==> config.mk <==
export PLATFORM = sky130hd
export DESIGN_NAME = irq_flag_regs
export DESIGN_NICKNAME = d
export VERILOG_FILES = /design/src/rtl/irq_flag_pkg.sv /design/src/rtl/irq_cond_gen.sv /design/src/rtl/irq_status_bits.sv /design/src/rtl/irq_mask_reg.sv /design/src/rtl/irq_flag_regs.sv
export SDC_FILE = /design/constraint.sdc
export NUM_CORES = 1
export LEC_CHECK = 0
export ABC_AREA = 1
export ABC_CLOCK_PERIOD_IN_PS = 1300
export BUFFER_PORTS_ARGS = -buffer_cell sky130_fd_sc_hd__buf_2
export CORE_MARGIN = 2
export CORE_UTILIZATION = 43
export CTS_CLUSTER_SIZE = 10
export DETAILED_ROUTE_END_ITERATION = 10
export PLACE_DENSITY = 0.79
export SLEW_MARGIN = 20
export SYNTH_ARGS = -nofsm -noshare
export SYNTH_HDL_FRONTEND = slang
export SYNTH_SLANG_ARGS = --single-unit
==> constraint.sdc <==
create_clock -name clk -period 1.3 [get_ports clk]
set_clock_uncertainty 0.05 [all_clocks]
set_input_delay 0.13 -clock clk [delete_from_list [all_inputs] [get_ports clk]]
set_output_delay 0.13 -clock clk [all_outputs]
set_load 0.02 [all_outputs]
==> src/rtl/irq_flag_pkg.sv <==
package irq_flag_pkg;
   localparam int NUM_SRC   = 7;
   localparam int B_RX_OVF  = 0;
   localparam int B_TX_LOW  = 2;
   localparam int B_TX_FULL = 3;
   localparam int B_RX_WM   = 4;
   localparam int B_RX_FULL = 5;
   localparam int B_TX_UNF  = 6;

   localparam logic [NUM_SRC-1:0] EVENT_BITS = 7'b100_0001;
   localparam logic [NUM_SRC-1:0] LEVEL_BITS = 7'b011_1100;
   localparam logic [NUM_SRC-1:0] VALID_BITS = EVENT_BITS | LEVEL_BITS;

   localparam int ADDR_W = 3;
   localparam logic [ADDR_W-1:0] A_STAT  = 3'd0;
   localparam logic [ADDR_W-1:0] A_ENSET = 3'd1;
   localparam logic [ADDR_W-1:0] A_ENCLR = 3'd2;
   localparam logic [ADDR_W-1:0] A_MASK  = 3'd3;
   localparam logic [ADDR_W-1:0] A_TXTH  = 3'd4;
   localparam logic [ADDR_W-1:0] A_RXTH  = 3'd5;

   typedef logic [NUM_SRC-1:0] src_vec_t;
endpackage

==> src/rtl/irq_cond_gen.sv <==
module irq_cond_gen
   import irq_flag_pkg::*;
#(
   parameter int LVL_W      = 7,
   parameter int FIFO_DEPTH = 63
) (
   input  logic [LVL_W-1:0] tx_level_i,
   input  logic [LVL_W-1:0] rx_level_i,
   input  logic [LVL_W-1:0] tx_thr_i,
   input  logic [LVL_W-1:0] rx_thr_i,
   input  logic             rx_ovf_i,
   input  logic             tx_unf_i,
   output src_vec_t         raw_o
);
   localparam logic [LVL_W-1:0] DEPTH_L = LVL_W'(FIFO_DEPTH);

   always_comb begin
      raw_o            = '0;
      raw_o[B_RX_OVF]  = rx_ovf_i;
      raw_o[B_TX_LOW]  = tx_level_i < tx_thr_i;
      raw_o[B_TX_FULL] = tx_level_i >= DEPTH_L;
      raw_o[B_RX_WM]   = rx_level_i >= rx_thr_i;
      raw_o[B_RX_FULL] = rx_level_i >= DEPTH_L;
      raw_o[B_TX_UNF]  = tx_unf_i;
   end
endmodule

==> src/rtl/irq_status_bits.sv <==
module irq_status_bits
   import irq_flag_pkg::*;
(
   input  logic     clk,
   input  logic     rst_n,
   input  src_vec_t raw_i,
   input  src_vec_t clr_i,
   output src_vec_t q_o
);
   for (genvar i = 0; i < NUM_SRC; i++) begin : g_bit
      if (EVENT_BITS[i]) begin : g_evt
         logic bit_q;
         always_ff @(posedge clk or negedge rst_n) begin
            if (!rst_n) bit_q <= 1'b0;
            else        bit_q <= raw_i[i] | (bit_q & ~clr_i[i]);
         end
         assign q_o[i] = bit_q;


         evt_sets_chk: assert property (@(posedge clk) disable iff (!rst_n)
            raw_i[i] |=> q_o[i]);

         evt_sticky_chk: assert property (@(posedge clk) disable iff (!rst_n)
            (q_o[i] && !clr_i[i]) |=> q_o[i]);

         evt_clear_chk: assert property (@(posedge clk) disable iff (!rst_n)
            (clr_i[i] && !raw_i[i]) |=> !q_o[i]);
      end else if (LEVEL_BITS[i]) begin : g_lvl
         logic bit_q;
         always_ff @(posedge clk or negedge rst_n) begin
            if (!rst_n) bit_q <= 1'b0;
            else        bit_q <= raw_i[i];
         end
         assign q_o[i] = bit_q;
         logic unused_clr;
         assign unused_clr = clr_i[i];
      end else begin : g_rsvd
         assign q_o[i] = 1'b0;
         logic unused_in;
         assign unused_in = raw_i[i] ^ clr_i[i];
      end
   end
endmodule

==> src/rtl/irq_mask_reg.sv <==
module irq_mask_reg
   import irq_flag_pkg::*;
(
   input  logic     clk,
   input  logic     rst_n,
   input  logic     set_we_i,
   input  logic     clr_we_i,
   input  src_vec_t bits_i,
   output src_vec_t mask_o
);
   src_vec_t mask_q;
   src_vec_t set_v;
   src_vec_t clr_v;

   assign set_v = set_we_i ? (bits_i & VALID_BITS) : '0;
   assign clr_v = clr_we_i ? bits_i : '0;

   always_ff @(posedge clk or negedge rst_n) begin
      if (!rst_n) mask_q <= '0;
      else        mask_q <= (mask_q | set_v) & ~clr_v;
   end
   assign mask_o = mask_q;


   mask_set_chk: assert property (@(posedge clk) disable iff (!rst_n)
      set_we_i |=> ((mask_o & $past(bits_i & VALID_BITS)) == $past(bits_i & VALID_BITS)));

   mask_clr_chk: assert property (@(posedge clk) disable iff (!rst_n)
      clr_we_i |=> ((mask_o & $past(bits_i)) == '0));

   mask_hold_chk: assert property (@(posedge clk) disable iff (!rst_n)
      (!set_we_i && !clr_we_i) |=> $stable(mask_o));

   mask_rsvd_chk: assert property (@(posedge clk) disable iff (!rst_n)
      (mask_o & ~VALID_BITS) == '0);
endmodule

==> src/rtl/irq_flag_regs.sv <==
module irq_flag_regs
   import irq_flag_pkg::*;
#(
   parameter int DATA_W     = 32,
   parameter int LVL_W      = 7,
   parameter int FIFO_DEPTH = 63,
   parameter int TX_THR_RST = 1,
   parameter int RX_THR_RST = 32
) (
   input  logic              clk,
   input  logic              rst_n,
   input  logic              reg_we_i,
   input  logic [2:0]        reg_addr_i,
   input  logic [DATA_W-1:0] reg_wdata_i,
   output logic [DATA_W-1:0] reg_rdata_o,
   input  logic [LVL_W-1:0]  tx_level_i,
   input  logic [LVL_W-1:0]  rx_level_i,
   input  logic              rx_ovf_i,
   input  logic              tx_unf_i,
   output logic              irq_o
);
   if (DATA_W < NUM_SRC || DATA_W < LVL_W) begin : g_bad_dw
      $error("DATA_W too narrow for status or threshold fields");
   end
   if (FIFO_DEPTH < 1 || FIFO_DEPTH >= (1 << LVL_W)) begin : g_bad_depth
      $error("FIFO_DEPTH must fit in LVL_W bits");
   end
   if (TX_THR_RST >= (1 << LVL_W) || RX_THR_RST >= (1 << LVL_W)) begin : g_bad_thr
      $error("threshold reset values must fit in LVL_W bits");
   end

   logic [LVL_W-1:0] tx_thr_q;
   logic [LVL_W-1:0] rx_thr_q;
   src_vec_t         raw;
   src_vec_t         st_q;
   src_vec_t         mask;
   src_vec_t         wbits;
   src_vec_t         st_clr;
   logic             unused_hi;

   assign wbits     = reg_wdata_i[NUM_SRC-1:0];
   assign unused_hi = ^reg_wdata_i;
   assign st_clr    = (reg_we_i && reg_addr_i == A_STAT) ? wbits : '0;

   always_ff @(posedge clk or negedge rst_n) begin
      if (!rst_n) begin
         tx_thr_q <= LVL_W'(TX_THR_RST);
         rx_thr_q <= LVL_W'(RX_THR_RST);
      end else if (reg_we_i) begin
         if (reg_addr_i == A_TXTH) tx_thr_q <= reg_wdata_i[LVL_W-1:0];
         if (reg_addr_i == A_RXTH) rx_thr_q <= reg_wdata_i[LVL_W-1:0];
      end
   end

   irq_cond_gen #(.LVL_W(LVL_W), .FIFO_DEPTH(FIFO_DEPTH)) u_cond (
      .tx_level_i (tx_level_i),
      .rx_level_i (rx_level_i),
      .tx_thr_i   (tx_thr_q),
      .rx_thr_i   (rx_thr_q),
      .rx_ovf_i   (rx_ovf_i),
      .tx_unf_i   (tx_unf_i),
      .raw_o      (raw)
   );

   irq_status_bits u_status (
      .clk   (clk),
      .rst_n (rst_n),
      .raw_i (raw),
      .clr_i (st_clr),
      .q_o   (st_q)
   );

   irq_mask_reg u_mask (
      .clk      (clk),
      .rst_n    (rst_n),
      .set_we_i (reg_we_i && reg_addr_i == A_ENSET),
      .clr_we_i (reg_we_i && reg_addr_i == A_ENCLR),
      .bits_i   (wbits),
      .mask_o   (mask)
   );

   always_comb begin
      reg_rdata_o = '0;
      case (reg_addr_i)
         A_STAT:  reg_rdata_o = DATA_W'(st_q);
         A_MASK:  reg_rdata_o = DATA_W'(mask);
         A_TXTH:  reg_rdata_o = DATA_W'(tx_thr_q);
         A_RXTH:  reg_rdata_o = DATA_W'(rx_thr_q);
         default: reg_rdata_o = '0;
      endcase
   end

   assign irq_o = |(st_q & mask);


   irq_masked_chk: assert property (@(posedge clk) disable iff (!rst_n)
      (mask == '0) |-> !irq_o);

   tx_low_chk: assert property (@(posedge clk) disable iff (!rst_n)
      (tx_level_i < tx_thr_q) |=> st_q[B_TX_LOW]);

   rx_wm_chk: assert property (@(posedge clk) disable iff (!rst_n)
      (rx_level_i < rx_thr_q) |=> !st_q[B_RX_WM]);

   thr_hold_chk: assert property (@(posedge clk) disable iff (!rst_n)
      !reg_we_i |=> ($stable(tx_thr_q) && $stable(rx_thr_q)));
endmodule

==> results.txt <==
In this run, CTS created clock tree buffers numbering 3. The library cell appearing most often on the critical path is sky130_fd_sc_hd__nand2_1. The DRC violation total after the first TritonRoute iteration came out at 90. The area growth from synthesis to layout is 18.4%. The worst setup path is captured at an output pin.

The area of the mapped netlist came out at 0.00195 mm2. The vias per cell came out at 4.95. The total overflow left after global routing is 0. The proportion of power drawn by the clock network came out at 0.197. The number of global-route vias before repair is 1,657.

The clock sink total is 27. The filler-free cell count of the finished design came out at 360. The share of the core filled with cells is 0.530.

The final max-slew violation count is 0. The gate count of the mapped netlist is 258. The number of hold-slack violations in the final timing report is 0. Entering global routing, the biggest net connects 28 pins.

The leakage power summed over all cells is 1.23 nW. In this run, synthesis produced a sequential element count of 27. The routed layout has 1,782 vias. The data required time at the worst endpoint is 1120 ps.

The area of the placeable core is 0.00435 mm2. The fraction of layout instances using a drive strength above 1 came out at 0.266. The wire length of the first global-routing pass came out at 7390 um. The largest voltage drop on the vdd net came out at 0.724 mV. For this design the top-level I/O count stands at 87.

The combined global-route utilization of all metal layers is 0.185. The overall routed net length is 4600 um. Data on the critical path arrives at its endpoint at 1150 ps. The final reports fail on setup timing. The worst path setup slack after routing came out at -32.4 ps. The floorplan step defined a die boundary enclosing 0.00509 mm2. The latest clock arrival within the worst-skew pair is 270 ps. In the final layout, flip-flops and latches occupy 678 um2.

The layout has 371 filler cells. For the pin with the worst max-slew slack, the measured transition is 596 ps. The maximum clock path buffer count came out at 2. Of the total power, the share spent switching nets is 0.364.

The largest single stage delay on the critical path is 420 ps. Setup repair after global routing could not meet its margin everywhere. The number of diodes came out at 0. The number of buffer and inverter stages on the critical path came out at 1. The count of buffers inserted at the top-level ports is 36.

The achievable frequency is 750 MHz. The register-to-register setup slack came out at 40 ps. The synthesized area per cell is 7.55 um2.

The remaining routing DRC violations came out at 0. The flow ran to the end, but the final reports show violations. The slowest cell on the critical path is sky130_fd_sc_hd__dfrtp_1. The count of standard-cell rows came out at 24. The worst hold path belongs to the class input pin to flip-flop. The die span in y is 71.3 um. The average detailed-routed wire length per instance came out at 12.8 um.

The critical path class is flip-flop to output pin. The signal on the critical path passes through nand2_2 -> nand2_1 -> a21oi_1 -> nand2_1 -> buf_6. The kind of cell adding the most delay to the critical path is flip-flops. The time the worst path needs with I/O delays and setup came out at 1330 ps. The number of nets in the final layout came out at 376. In the layout the commonest cells are 62 x sky130_fd_sc_hd__nand2_1, 32 x sky130_fd_sc_hd__inv_1, 32 x sky130_fd_sc_hd__buf_2. In this run the number of H-tree levels came out at 1. For this configuration, the core starts out at a cell density of 0.447. The library cell used most frequently in the layout, excluding fill and tap cells, is sky130_fd_sc_hd__nand2_1.

The routability-driven placement congestion ratio came out at 0.889. The synthesis warning total came out at 0. The worst relative slew slack is 0.603. The power per unit of standard cell area is 1060 mW/mm2.

Of the total power, registers draw 0.462. The total area of multi-input combinational cells is 0.00103 mm2. The initial antenna violation count is 0.

The number of cells in the design after placement came out at 347. The highest net fanout along the worst path is 3. The nature of the critical path startpoint is a flip-flop. The TritonCTS clock tree is built. The final worst-path cycle share came out at 1.02. For this run, the detailed router's first-pass iteration total came to 4. The floorplan die width came out at 71.3 um. The share of total power dissipated in combinational logic is 0.342. The clock slew at the register clock pins of the worst setup and hold paths is 80 ps. The number of distinct library cell variants in the gate-level netlist after synthesis is 23. The cell-internal power came out at 1.55 mW.

Max-cap violations in this run came to 0. The switching power of the nets is 886 uW. The placed wire-length estimate is 3530 um.

The total of endpoints with negative setup slack in the final report came out at 2. The post-route setup TNS came out at -41.7 ps. The part of the Yosys area used for sequential elements is 0.348.

The number of routed nets with antenna violations came out at 0. The clock root buffer master is sky130_fd_sc_hd__clkbuf_8.
[stage by stage]
stage | power [mW] | setup WS, ps | hold slack [ps] | instance area [um2]
final | 2.43 | -32.4 | 17.2 | 2310
after global routing | 2.58 | -86.5 | 28.2 | 2310
after CTS | 2.37 | -14.9 | 31.4 | 2220
after detailed placement | 1.86 | 15.4 | 116 | 2110
after global placement | 1.83 | 44.1 | 110 | 2110
after floorplan | 1.68 | 100 | -216 | 2040
[power groups by stage]
stage	Clock (mW)	Sequential, mW	Combinational (mW)
after global routing	0.504	1.13	0.945
after global placement	0	1.12	0.708
final	0.478	1.12	0.832
after CTS	0.478	1.11	0.776
after detailed placement	0	1.13	0.736
after floorplan	0	1.09	0.587
[flip-flops by register name (all words and copies together), names as in the netlist]
| name | count |
|---|---|
| rx_thr_q | 7 |
| u_status.g_bit.g_evt.bit_q | 2 |
| u_mask.mask_o | 7 |
| u_status.g_bit.g_lvl.bit_q | 4 |
| tx_thr_q | 7 |
[Yosys cell counts]
master | number | share of area
sky130_fd_sc_hd__inv_1 | 36 | 0.069
sky130_fd_sc_hd__nor3_4 | 1 | 0.0084
sky130_fd_sc_hd__nand2_2 | 2 | 0.0064
sky130_fd_sc_hd__conb_1 | 1 | 0.0019
sky130_fd_sc_hd__buf_2 | 3 | 0.0077
sky130_fd_sc_hd__dfstp_2 | 2 | 0.027
sky130_fd_sc_hd__nor2_4 | 4 | 0.023
sky130_fd_sc_hd__o21ai_2 | 3 | 0.013
sky130_fd_sc_hd__nand4_1 | 16 | 0.051
sky130_fd_sc_hd__buf_4 | 26 | 0.10
sky130_fd_sc_hd__nand2_4 | 1 | 0.0058
sky130_fd_sc_hd__nand3_1 | 23 | 0.059
sky130_fd_sc_hd__nor2_1 | 11 | 0.021
sky130_fd_sc_hd__nand2_1 | 66 | 0.13
sky130_fd_sc_hd__o21ai_0 | 5 | 0.013
sky130_fd_sc_hd__buf_6 | 2 | 0.012
sky130_fd_sc_hd__a21oi_1 | 13 | 0.033
sky130_fd_sc_hd__inv_2 | 1 | 0.0019
sky130_fd_sc_hd__a21o_1 | 1 | 0.0039
sky130_fd_sc_hd__ha_1 | 13 | 0.083
sky130_fd_sc_hd__o21bai_1 | 2 | 0.0077
sky130_fd_sc_hd__dfrtp_1 | 25 | 0.32
sky130_fd_sc_hd__clkinv_1 | 1 | 0.0019
[layer usage]
metal | global-route usage | share of wire | vias up
met1 | 0.237 | 0.43 | 824
met4 | 0.0629 | 0.024 | 0
met5 | 0 | 0 | -
li1 | - | - | 881
met3 | 0.0239 | 0.062 | 11
met2 | 0.322 | 0.48 | 66
[logic make-up after synthesis]
logic type / share of synthesized area
compound gates: 0.0713
buf+inv: 0.193
other cells: 0.00192
flops: 0.348
fa+ha+maj: 0.0835
simple gates: 0.303
[final timing paths]
kind | startpoint | endpoint | cells after the start
max | u_mask.mask_o[4] | irq_o | 5
min | rx_level_i[6] | u_status.g_bit[5].g_lvl.bit_q | 2
max reg2reg | rx_thr_q[5] | u_status.g_bit[4].g_lvl.bit_q | 6
min reg2reg | u_mask.mask_o[1] | u_mask.mask_o[1] | 2
max in group asynchronous | rst_n | rx_thr_q[0] | 2
min in group asynchronous | rst_n | u_mask.mask_o[5] | 2
[cell type report]
type                            count  share of cell area
Clock buffer                        4              0.0195
Tap cell                           52              0.0282
Sequential cell                    27               0.294
Inverter                           38              0.0635
Multi-Input combinational cell    186               0.447
Timing Repair Buffer               53               0.148
[repair_timing]
item,CTS,global route
hold buffers,3,0
pin swaps,1,8
hold endpoints to repair,27,0
endpoints found under the setup margin,3,10
setup buffers,2,4
resized for setup,7,16
Power figures use the tool's default switching activity.
